--- src/rtl/gpio_pullup_port.sv ---
module gpio_pullup_port #(
  parameter int WIDTH    = 8,
  parameter int AW       = 3,
  parameter int OUT_ONLY = 2
) (
  input  logic             clk,
  input  logic             rst_n,
  input  logic [AW-1:0]    bus_addr,
  input  logic             bus_we,
  input  logic [WIDTH-1:0] bus_wdata,
  output logic [WIDTH-1:0] bus_rdata,
  input  logic [WIDTH-1:0] pin_in,
  input  logic [WIDTH-1:0] per_own,
  input  logic [WIDTH-1:0] per_oe,
  input  logic [WIDTH-1:0] per_out,
  input  logic [WIDTH-1:0] ana_own,
  output logic [WIDTH-1:0] pin_oe,
  output logic [WIDTH-1:0] pin_out,
  output logic [WIDTH-1:0] pin_pull,
  output logic [WIDTH-1:0] pin_slew,
  output logic [WIDTH-1:0] pin_drive
);
  localparam logic [AW-1:0] A_DATA  = AW'(0);
  localparam logic [AW-1:0] A_DIR   = AW'(1);
  localparam logic [AW-1:0] A_PULL  = AW'(2);
  localparam logic [AW-1:0] A_SLEW  = AW'(3);
  localparam logic [AW-1:0] A_DRIVE = AW'(4);
  localparam logic [WIDTH-1:0] OMASK = WIDTH'(1) << OUT_ONLY;

  logic [WIDTH-1:0] data_q, dir_q, pull_q, slew_q, drive_q;
  logic [WIDTH-1:0] sync1_q, sync2_q;
  logic [WIDTH-1:0] port_dir;

  always_ff @(posedge clk or negedge rst_n) begin
    if (!rst_n) begin
      data_q  <= '0;
      dir_q   <= '0;
      pull_q  <= '0;
      slew_q  <= '0;
      drive_q <= '0;
    end else if (bus_we) begin
      case (bus_addr)
        A_DATA:  data_q  <= bus_wdata;
        A_DIR:   dir_q   <= bus_wdata;
        A_PULL:  pull_q  <= bus_wdata;
        A_SLEW:  slew_q  <= bus_wdata;
        A_DRIVE: drive_q <= bus_wdata;
        default: ;
      endcase
    end
  end

  always_ff @(posedge clk or negedge rst_n) begin
    if (!rst_n) begin
      sync1_q <= '0;
      sync2_q <= '0;
    end else begin
      sync1_q <= pin_in;
      sync2_q <= sync1_q;
    end
  end

  assign port_dir = dir_q | OMASK;

  assign pin_oe   = ((per_own & per_oe) | (~per_own & port_dir)) | OMASK;
  assign pin_out  = (per_own & per_out) | (~per_own & data_q);
  assign pin_pull = pull_q & ~pin_oe & ~ana_own;
  assign pin_slew  = slew_q;
  assign pin_drive = drive_q;

  always_comb begin
    case (bus_addr)
      A_DATA:  bus_rdata = (port_dir & data_q) | (~port_dir & sync2_q);
      A_DIR:   bus_rdata = dir_q;
      A_PULL:  bus_rdata = pull_q;
      A_SLEW:  bus_rdata = slew_q;
      A_DRIVE: bus_rdata = drive_q;
      default: bus_rdata = '0;
    endcase
  end
endmodule


--- config.mk ---
export PLATFORM = sky130hd
export DESIGN_NAME = gpio_pullup_port
export DESIGN_NICKNAME = d
export VERILOG_FILES = /design/src/rtl/gpio_pullup_port.sv
export SDC_FILE = /design/constraint.sdc
export NUM_CORES = 1
export LEC_CHECK = 0
export ABC_AREA = 1
export BUFFER_PORTS_ARGS = -buffer_cell sky130_fd_sc_hd__buf_2
export CAP_MARGIN = 20
export CORE_MARGIN = 2
export CORE_UTILIZATION = 45
export CTS_CLUSTER_DIAMETER = 200
export DETAILED_ROUTE_END_ITERATION = 12
export PLACE_DENSITY = 0.73
export SYNTH_ARGS = -nofsm -noshare
export SYNTH_HDL_FRONTEND = slang
export SYNTH_SLANG_ARGS = --single-unit
--- constraint.sdc ---
create_clock -name clk -period 0.9 [get_ports clk]
set_input_delay 0.045 -clock clk [delete_from_list [all_inputs] [get_ports clk]]
set_output_delay 0.045 -clock clk [all_outputs]
set_load 0.05 [all_outputs]
# Yosys cells after proc, flatten, opt, wreduce, memory -nomap -nowiden
# Cells that the tools add are included.
[totals]
reg_bits = 56
in_bits = 54
output_inout_bits = 48
elab_cells = 33
[op_classes]
eq_ne = 4
n_mux = 1
n_bitwise = 15
n_reduce_logical = 6
[ops]
columns = ["operator", "count"]
rows = [
  ["8-bit bitwise AND", 8],
  ["8-bit one-hot mux with 5 select lines", 1],
  ["8-bit NOT", 4],
  ["8-bit bitwise OR", 3],
  ["2-bit AND reduction", 5],
  ["3-bit by 2-bit equality test with 1-bit output, second input constant", 2],
  ["3-bit by 1-bit equality test with 1-bit output, second input constant", 1],
  ["3-bit equality test, second input constant", 1],
  ["3-bit logical NOT", 1],
]

# Depth between registers and ports, before layout
# Gate-level depths: netlist of the first run.
[logic_depth]
word_depth = 6
mapped_depth = 7
mapped_depth_nobuf = 6

# Worst setup path before layout of the first run
# Ideal clock, no wire load.
[synth_timing]
path_type = "flip-flop to output port"
from = "register dir_q[6]"
to = "output port pin_pull[6]"
arrival_time_ns = 2.061
t_required_ns = 0.855
slack_ns = -1.206
path_stages_with_launch = 4
path_buffers = 0
cell_sequence = "dfrtp_1 > inv_1 > o21ai_1 > nor3b_1"
[synth_between]
elab_chain_len = 5
[synth_rtl]
columns = ["item", "line", "source"]
rows = [
  ["from (decl)", "30", "logic [WIDTH-1:0] data_q, dir_q, pull_q, slew_q, drive_q;"],
  ["from (signal assigned)", "44", "A_DIR: dir_q <= bus_wdata;"],
  ["8-bit bitwise AND", "65", "assign pin_oe = ((per_own & per_oe) | (~per_own & port_dir)) | OMASK;"],
  ["8-bit bitwise OR", "65", ""],
  ["via pin_oe[6]", "17", "output logic [WIDTH-1:0] pin_oe,"],
  ["8-bit NOT", "67", "assign pin_pull = pull_q & ~pin_oe & ~ana_own;"],
  ["8-bit bitwise AND (2 in a row)", "67", ""],
  ["to (decl)", "19", "output logic [WIDTH-1:0] pin_pull,"],
]
# The timed path passes the listed nets, and every way through them passes these cells.

# Final worst setup path of the first run
[layout_timing]
from = "register slew_q[2] (netlist: pin_slew[2])"
to = "output port bus_rdata[2]"
[layout_between]
elab_chain_len = 1
[layout_rtl]
columns = ["item", "line", "source"]
rows = [
  ["from (decl)", "30", ""],
  ["from (signal assigned)", "46", "A_SLEW: slew_q <= bus_wdata;"],
  ["8-bit one-hot mux with 5 select lines", "72", "case (bus_addr)"],
  ["to (decl)", "11", "output logic [WIDTH-1:0] bus_rdata,"],
]
# No other way between the ends.

==> results.sh, run 1 <==
export IMPL_antenna_found_initial=0
export IMPL_worstSetupStartpoint="pin_slew[2]"
export IMPL_pre_cts_slack_ns=-0.2917
export IMPL_hp_class="primary input to register"
export IMPL_cts_max_path_buffers=2
export IMPL_path_max_fanout=2
export IMPL_register_area_mm2=0.001371
export IMPL_hold_violations=0
export IMPL_timing_final_crit_period_ns=1.353
export IMPL_initial_core_util=0.4632
export IMPL_worst_ir_drop_vdd_mv=1.252
export IMPL_remaining_drc_errors=0
export IMPL_synth_common_cells="nand2_1, dfrtp_1, o21ai_1"
export IMPL_h_tree_depth=2
export IMPL_synth_most_common_cell="nand2_1"
export IMPL_cap_viol_max_count=0
export IMPL_crit_reg2reg_capture="pin_slew[2]"
export IMPL_synth_area_per_cell_um2=8.683
export IMPL_report_final_slew_viol_count=0
export IMPL_synth_area_mm2=0.002726
export IMPL_root_buffer="clkbuf_8"
export IMPL_syn_nets=368
export IMPL_grt_use_total=0.2695
export IMPL_cp_end_kind="output pin"
export IMPL_violations="negative setup slack"
export IMPL_critPathKind="register to output pin"
export IMPL_yosysSeqAreaShare=0.4956
export IMPL_globalplace_congestion=0.8099
export IMPL_fin_crit_sh=1.503
export IMPL_clk_pin_slew_ns=0.11
export IMPL_synth_area_top_cells="dfrtp_1, nand2_1, o21ai_1, o21ai_2, nand4_1"
export IMPL_rsz0062_at_grt="yes"
export IMPL_r2r_slack_ns=-0.01
export IMPL_die_y_um=81.84
export IMPL_synthDistinctLibCells=23
export IMPL_synth_seq_cells=54
export IMPL_yosys_area_top_type="dfrtp_1"
export IMPL_viasPerCell=5.223
export IMPL_power_per_cell_area_mw_per_mm2=1843
export IMPL_async_reset_ff_frac=1.000
export IMPL_diodes=0
export IMPL_critPathLaunchType="register"
export IMPL_drive_above_1_share=0.5789
export IMPL_first_iter_violations=169
export IMPL_grt_max_degree=55
export IMPL_p_leak_nw=2.385
export IMPL_holdWs_ns=0.2171
export IMPL_arrival_ns=1.31
export IMPL_detail_route_antenna_nets=0
export IMPL_syn_inst=314
export IMPL_fmax_mhz=739.1
export IMPL_tritoncts="done"
export IMPL_cts_buffers=5
export IMPL_synthToLayoutAreaGrowth_pct=77.19
export IMPL_io_buffers=96
export IMPL_synthFlopType="dfrtp_1"
export IMPL_r2r_start="pin_slew[2]"
export IMPL_grt_pass1_wl_mm=13.83
export IMPL_insertion_delay_ns=0.31
export IMPL_synth_edf_count=0
export IMPL_vias=2972
export IMPL_synth_top_area_share=0.4956
export IMPL_core_area_mm2=0.005886
export IMPL_status="finished, violations left"
export IMPL_setup_tns_ns=-12.63
export IMPL_fin_worst_skew_ns=0.0008026
export IMPL_totalWireLength_mm=8.671
export IMPL_multiInputGateArea_mm2=0.001451
export IMPL_wl_per_cell_um=15.24
export IMPL_grt_pass1_vias=3000
export IMPL_dr_pass1_iters=5
export IMPL_clock_sinks=54
export IMPL_r2r_cells=4
export IMPL_placementRows=28
export IMPL_setup_violations=48
export IMPL_worst_slack_ns=-0.4530
export IMPL_crit_end="bus_rdata[2]"
export IMPL_final_nets=547
export IMPL_io_pins=102
export IMPL_die_w_um=81.84
export IMPL_die_area_mm2=0.006697
export IMPL_required_ns=0.85
export IMPL_hpwl_mm=5.468
export IMPL_grt_ovfl_total=0
export IMPL_num_fill_cells=340
export IMPL_ys_warn_count=0
==> power by group <==
| group | leakage, nW | switching [W] | internal, W |
|---|---|---|---|
| registers | 0.646 | 0.000309 | 0.00282 |
| clock network | 0.0441 | 0.000830 | 0.000549 |
| logic | 1.69 | 0.00238 | 0.00202 |
==> worst max-delay path: stages, from the launching register on <==
cell	delay, ns
dfrtp_2	0.44
nand4_1	0.11
nand2_1	0.08
nor2_2	0.12
nand2_2	0.09
buf_6	0.16
==> metrics by stage <==
step	utilization	instance area (um^2)	cells	power, W
floorplan	-	2980	314	0.005198
global placement	0.6673	3928	529	0.006285
detailed placement	0.6673	3928	529	0.006359
CTS	0.7989	4702	561	0.008666
global route	0.8208	4831	569	0.009300
finish	0.8208	4831	569	0.008905
==> cells by family after synthesis <==
kind of cell / after synthesis / synth area share
mux: 1 / 0.004130
flops: 54 / 0.4956
buf+inv: 37 / 0.07480
other cells: 2 / 0.002755
simple gates: 159 / 0.2887
compound gates: 61 / 0.1340
==> layer usage <==
metal,wire length [um],up-vias,GRT usage
met3,472,24,0.04505
met4,218,0,0.09000
met1,3317,1419,0.3145
li1,-,1404,-
met2,4663,125,0.4984
met5,0,-,0
==> cell type report <==
| class | instances | share of cell area |
|---|---|---|
| Tap cell | 75 | 0.01943 |
| Inverter | 25 | 0.01943 |
| Clock buffer | 5 | 0.01425 |
| Timing Repair Buffer | 184 | 0.3582 |
| Sequential cell | 54 | 0.2839 |
| Multi-Input combinational cell | 223 | 0.3004 |
| Clock inverter | 3 | 0.004403 |
==> cell usage in the layout (no fill, tap or decap) <==
cell / n
nor2_1: 2
nor3b_4: 7
nor3_4: 1
buf_4: 40
dfrtp_1: 38
clkinv_2: 1
inv_2: 16
buf_12: 5
nand2_1: 86
clkbuf_8: 5
dfrtp_2: 16
o21ai_2: 24
nand3_2: 6
nand4_1: 15
nand3_1: 11
clkinvlp_4: 1
o21ai_1: 29
nor2_2: 7
o21ai_4: 8
buf_2: 50
nor2_4: 2
nand3_4: 3
buf_6: 47
nand2_4: 1
buf_8: 26
conb_1: 2
nor2_8: 1
clkinv_4: 1
inv_1: 9
mux2_4: 1
dlygate4sd3_1: 16
nand2_2: 17
==> repair_timing <==
item | in CTS | in global routing
pin swaps | 23 | 6
resized for setup | 152 | 24
hold buffers | 16 | 0
endpoints found under the setup margin | 46 | 56
setup buffers | 9 | 11
endpoints found under the hold margin | 69 | 0
==> flip-flops by register name, summed over array words and instances, names as in the netlist <==
name       count
data_q         8
pin_slew       8
pin_drive      8
dir_q          8
pull_q         8
sync1_q        7
sync2_q        7
==> worst min path at each step <==
stage	start	to	slack, ns	cells past startpoint
detailed placement	rst_n	pin_drive[5]	0.07	2
floorplan	rst_n	data_q[0]	-0.25	0
global route	bus_we	pull_q[2]	0.25	5
CTS	bus_we	pull_q[2]	0.20	5
finish	bus_we	pull_q[2]	0.22	5
global placement	rst_n	pin_slew[5]	0.06	2
No activity file was read; power rests on OpenSTA's default activity.
==> inputs of run 2 (changes only) <==
Settings changed: SETUP_SLACK_MARGIN set to 0.2.
==> run 2 against run 1 <==
  * The run still ends with negative setup slack left
  * Via count increased by 9.5%
  * Clock power increased by 23%
  * Sequential share of layout area is 1.5 points lower
  * Sequential cell count is the same
  * Cell count up 0.70%
  * Largest power group unchanged
==> results.sh, run 2 (synthesis results as in run 1) <==
export IMPL_status="finished, violations left"
export IMPL_violations="negative setup slack"
export IMPL_remaining_drc_errors=0
export IMPL_viasPerCell=5.681
export IMPL_tritoncts="done"
export IMPL_grt_pass1_vias=3155
export IMPL_p_leak_nw=2.456
export IMPL_placementRows=28
export IMPL_path_cells="nand4_1 > nand2_1 > nor2_2 > nand2_2 > buf_8"
export IMPL_worst_slack_ns=-0.5084
export IMPL_vias=3255
export IMPL_synthToLayoutAreaGrowth_pct=86.97
export IMPL_clock_sinks=54
export IMPL_hpwl_mm=5.591
export IMPL_wl_per_cell_um=19.75
export IMPL_holdWs_ns=0.07776
export IMPL_cap_viol_max_count=0
export IMPL_hp_class="primary input to register"
export IMPL_io_pins=102
export IMPL_first_iter_violations=341
export IMPL_required_ns=0.85
export IMPL_stdcell_area_mm2=0.005097
export IMPL_report_final_slew_viol_count=0
export IMPL_io_buffers=96
export IMPL_h_tree_depth=2
export IMPL_die_w_um=81.84
export IMPL_critPathKind="register to output pin"
export IMPL_dr_pass1_iters=5
export IMPL_critPathLaunchType="register"
export IMPL_cp_end_kind="output pin"
export IMPL_worstMarginPinSlew_ns=0.5284
export IMPL_cpPeakStageDelay_ns=0.45
export IMPL_rsz0062_at_grt="yes"
export IMPL_setup_violations=52
export IMPL_setup_tns_ns=-14.74
export IMPL_detail_route_antenna_nets=0
export IMPL_slew_headroom=0.6474
export IMPL_diodes=0
export IMPL_core_area_mm2=0.005886
export IMPL_crit_slowest_cell="dfrtp_1"
export IMPL_fmax_mhz=710.0
export IMPL_initial_core_util=0.4632
export IMPL_totalWireLength_mm=11.32
export IMPL_utilization=0.8661
export IMPL_fin_worst_skew_ns=0.01043
export IMPL_clk_pin_slew_ns=0.10
export IMPL_timing_final_crit_period_ns=1.408
export IMPL_insertion_delay_ns=0.32
export IMPL_final_cell_mix="nand2_1, buf_6, buf_2, dfrtp_1, buf_8"
export IMPL_cts_max_path_buffers=2
export IMPL_grt_max_degree=55
export IMPL_antenna_found_initial=0
export IMPL_root_buffer="clkbuf_8"
export IMPL_grt_ovfl_total=0
export IMPL_die_y_um=81.84
export IMPL_grt_use_total=0.2889
export IMPL_worst_ir_drop_vdd_mv=1.471
export IMPL_path_max_fanout=3
export IMPL_fin_crit_sh=1.565
export IMPL_dpl_cell_area_mm2=0.003966
export IMPL_cts_buffers=5
export IMPL_final_nets=551
export IMPL_die_area_mm2=0.006697
export IMPL_power_per_cell_area_mw_per_mm2=1899
export IMPL_globalplace_congestion=0.8979
export IMPL_hold_violations=0
export IMPL_drive_above_1_share=0.6104
export IMPL_arrival_ns=1.36
export IMPL_layout_commonest_cell="nand2_1"
export IMPL_grt_pass1_wl_mm=14.48
[run 2: cell types whose count changed in the layout (fill, tap and decap cells not counted), sizes merged]
cell	before	now
inv	25	27
bufinv	0	1
clkinv	2	1
nand3	20	22
[run 2: final timing paths]
kind	startpoint	to	slack (ns)	cells after the start
max	pull_q[4]	bus_rdata[4]	-0.51	5
min	bus_wdata[0]	dir_q[0]	0.08	3
max reg2reg	pin_slew[2]	pin_slew[2]	-0.09	5
min reg2reg	sync1_q[7]	sync2_q[7]	0.36	0
max in group asynchronous	rst_n	pin_drive[7]	0.40	3
min in group asynchronous	rst_n	pin_slew[5]	0.24	3
[run 2: per-stage QoR]
step                setup slack, ns  cells  power [W]
floorplan                   -0.2921    314   0.005261
finish                      -0.5084    573   0.009681
CTS                         -0.4248    556   0.009105
global route                -0.5494    573    0.01002
detailed placement          -0.2036    525   0.006441
global placement            -0.2039    525   0.006371
[run 2: area by class of cell]
cell class / instances / area, um^2
multi-input cells: 225 / 1574
clock buffers: 5 / 68.82
well taps: 75 / 93.84
fillers: 281 / 788.3
repair buffers: 184 / 1831
flip-flops and latches: 54 / 1371
clock inverters: 3 / 43.79
repair inverters: 2 / 13.76
inverters: 25 / 101.3
[run 2: critical path: cells and delay by family (launching register included)]
kind	cells	cell delay [ns]
flip-flops	1	0.45
AND/OR/NAND/NOR	4	0.44
buffers and inverters	1	0.15
[run 2: per-layer routing]
layer	up-vias	GRT usage	routed length [um]
li1	1410	-	-
met1	1590	0.3119	3783
met2	193	0.5293	5999
met3	62	0.05604	812
met4	0	0.1533	720
met5	-	0	0
[run 2: timing repair]
action | 4_1_cts | 5_1_grt
hold endpoints to repair | 69 | 0
setup endpoints to repair | 82 | 82
pin swaps | 27 | 11
setup buffers | 6 | 14
gates cloned | 1 | 3
resized for setup | 173 | 43
hold buffers | 16 | 0
[run 2: where the power goes]
| group | switching [W] | internal, W | leakage [nW] |
|---|---|---|---|
| Combinational | 0.00260 | 0.00219 | 1.75 |
| Clock | 0.000868 | 0.000836 | 0.0585 |
| Sequential | 0.000373 | 0.00282 | 0.646 |
| Total | 0.00384 | 0.00584 | 2.46 |
==> inputs of run 3 (changes only) <==
Settings changed: ABC_AREA 1 to unset, PLACE_DENSITY 0.73 to 0.74.
==> run 3 against run 2 <==
  * The flow still finishes with violations (negative setup slack)
  * Core utilization grew 2.6 points
  * Die area shrank 5.9%
  * Cell count shrank 25%
  * Clock-buffer cell count grew 2
  * Global-route usage shrank 0.52 points
  * Sequential cell count is the same
  * Synthesized area shrank 6.2%
  * Total power grew 7.8%
  * Clock power shrank 2%
  * Clock skew shrank 0.0071 ns
  * Sequential power grew 3%
  * Critical path depth shrank 1
==> results.sh, run 3 <==
export IMPL_status="finished, violations left"
export IMPL_violations="negative setup slack"
export IMPL_io_pins=102
export IMPL_viasPerCell=5.403
export IMPL_critPathKind="register to output pin"
export IMPL_grt_ovfl_total=0
export IMPL_die_w_um=79.39
export IMPL_grt_use_total=0.2837
export IMPL_layout_commonest_cell="buf_6"
export IMPL_fin_worst_skew_ns=0.003300
export IMPL_io_buffers=96
export IMPL_async_reset_ff_frac=1.000
export IMPL_wl_per_cell_um=21.28
export IMPL_fmax_mhz=516.1
export IMPL_crit_reg2reg_capture="data_q[4]"
export IMPL_required_ns=0.85
export IMPL_timing_final_crit_period_ns=1.937
export IMPL_h_tree_depth=2
export IMPL_synth_seq_cells=54
export IMPL_synth_most_common_cell="mux2_2"
export IMPL_syn_nets=230
export IMPL_final_cell_mix="buf_6, mux2_4, buf_2, dfrtp_1, buf_4"
export IMPL_whs_path_depth=2
export IMPL_die_area_mm2=0.006302
export IMPL_cp_end_kind="output pin"
export IMPL_synth_area_mm2=0.002557
export IMPL_p_leak_nw=2.388
export IMPL_remaining_drc_errors=0
export IMPL_synthDistinctLibCells=31
export IMPL_power_per_cell_area_mw_per_mm2=2125
export IMPL_hp_start="bus_wdata[1]"
export IMPL_detail_route_antenna_nets=0
export IMPL_globalplace_congestion=0.8291
export IMPL_total_power_w=0.01044
export IMPL_yosys_area_top_type="dfrtp_1"
export IMPL_drive_above_1_share=0.8000
export IMPL_worstSetupStartpoint="dir_q[5]"
export IMPL_totalWireLength_mm=9.192
export IMPL_ys_warn_count=0
export IMPL_vias=2334
export IMPL_first_iter_violations=105
export IMPL_arrival_ns=1.89
export IMPL_dpl_cell_area_mm2=0.003949
export IMPL_report_final_slew_viol_count=0
export IMPL_num_fill_cells=214
export IMPL_insertion_delay_ns=0.31
export IMPL_hp_class="primary input to register"
export IMPL_placementRows=27
export IMPL_diodes=0
export IMPL_core_area_mm2=0.005507
export IMPL_antenna_found_initial=0
export IMPL_slew_headroom=0.5037
export IMPL_syn_inst=176
export IMPL_synthFlopType="dfrtp_1"
export IMPL_clock_sinks=54
export IMPL_cap_viol_max_count=0
export IMPL_hold_end="data_q[1]"
export IMPL_synthToLayoutAreaGrowth_pct=92.03
export IMPL_fin_crit_sh=2.153
export IMPL_worst_ir_drop_vdd_mv=2.196
export IMPL_stdcell_area_mm2=0.004911
export IMPL_r2r_start="data_q[4]"
export IMPL_dr_pass1_iters=4
export IMPL_grt_max_degree=27
export IMPL_grt_pass1_vias=2537
export IMPL_r2r_cells=4
export IMPL_tritoncts="done"
export IMPL_synth_edf_count=0
export IMPL_path_max_fanout=2
export IMPL_hold_violations=0
export IMPL_synth_area_top_cells="dfrtp_1, mux2_2, mux4_2, mux2_4, nor3b_1"
export IMPL_setup_violations=68
export IMPL_grt_pass1_wl_mm=13.15
export IMPL_synth_area_per_cell_um2=14.53
export IMPL_critPathLaunchType="register"
export IMPL_rsz0062_at_grt="yes"
export IMPL_synth_common_cells="mux2_2, dfrtp_1, nor3b_1"
export IMPL_cts_buffers=5
export IMPL_root_buffer="clkbuf_8"
export IMPL_r2r_slack_ns=-0.24
export IMPL_yosysSeqAreaShare=0.5284
export IMPL_die_y_um=79.39
export IMPL_final_nets=413
export IMPL_worst_slack_ns=-1.037
export IMPL_initial_core_util=0.4644
export IMPL_cts_max_path_buffers=2
export IMPL_hpwl_mm=5.328
export IMPL_synth_top_area_share=0.5284
export IMPL_clk_pin_slew_ns=0.11
export IMPL_worstMarginPinSlew_ns=0.7387
## run 3: cell count changes after synthesis, sizes merged, moves of 10 or more
cell / before / now
nand2: 104 / 5
o21ai: 61 / 4
inv: 25 / 1
mux2: 1 / 61
nor2: 12 / 2
nand3: 20 / 0
nand4: 15 / 0
## run 3: worst max-delay path: stages (launching register included)
cell and delay [ns]:
dfrtp_1 0.42, mux2_4 0.30, mux4_2 0.47, a22o_4 0.23, buf_6 0.15
## run 3: per-layer routing
metal  vias up  share of wire  wire length, um  GRT usage
met2       102           0.55             5052     0.5263
met4         0          0.020              183     0.1069
met5         -              0                0          0
met1      1198           0.38             3522     0.3180
met3        21          0.047              433    0.05995
li1       1013              -                -          -
## run 3: cell families after synthesis
logic type | after synthesis | share of synthesized area
multiplexers | 69 | 0.3253
flip-flops | 54 | 0.5284
buffers and inverters | 9 | 0.02104
AO/OA/AOI/OAI | 16 | 0.04501
other | 2 | 0.002937
AND/OR/NAND/NOR | 26 | 0.07730
## run 3: how the worst max path moves through the flow
stage,to,slack (ns),depth (start not counted)
2_1_floorplan,bus_rdata[0],-0.57,3
5_1_grt,bus_rdata[5],-1.07,4
3_5_place_dp,bus_rdata[1],-0.72,4
6_report,bus_rdata[5],-1.04,4
3_3_place_gp,bus_rdata[5],-0.70,4
4_1_cts,bus_rdata[5],-1.01,4
## run 3: through the flow
step	std cells	util	setup TNS (ns)	hold WS, ns	worst slack [ns]
floorplan	176	-	-13.46	-0.2506	-0.5672
global placement	400	0.7171	-24.68	-0.05395	-0.6967
detailed placement	400	0.7171	-26.14	-0.04912	-0.7203
CTS	422	0.8643	-19.65	0.01741	-1.014
global route	432	0.8918	-24.16	0.02385	-1.073
finish	432	0.8918	-22.27	0.02593	-1.037
## run 3: what timing repair did
action	CTS	global route
endpoints found under the hold margin	61	0
gates resized for setup	172	20
hold buffers	8	0
pin swaps	6	3
setup endpoints to repair	86	86
setup buffers	6	10
## run 3: power by group
part	internal [W]	total [W]	switching (W)
Clock	0.000835	0.00166	0.000826
Combinational	0.00294	0.00549	0.00255
Sequential	0.00288	0.00329	0.000411
Total	0.00665	0.0104	0.00378
## run 3: final cells by class
cell class	instances	area (um^2)	share of cell area
inverters	1	3.754	0.0007643
clock inverters	1	30.03	0.006115
clock buffers	7	76.32	0.01554
multi-input cells	113	1570	0.3197
flip-flops and latches	54	1366	0.2782
repair buffers	184	1774	0.3613
well taps	72	90.09	0.01834
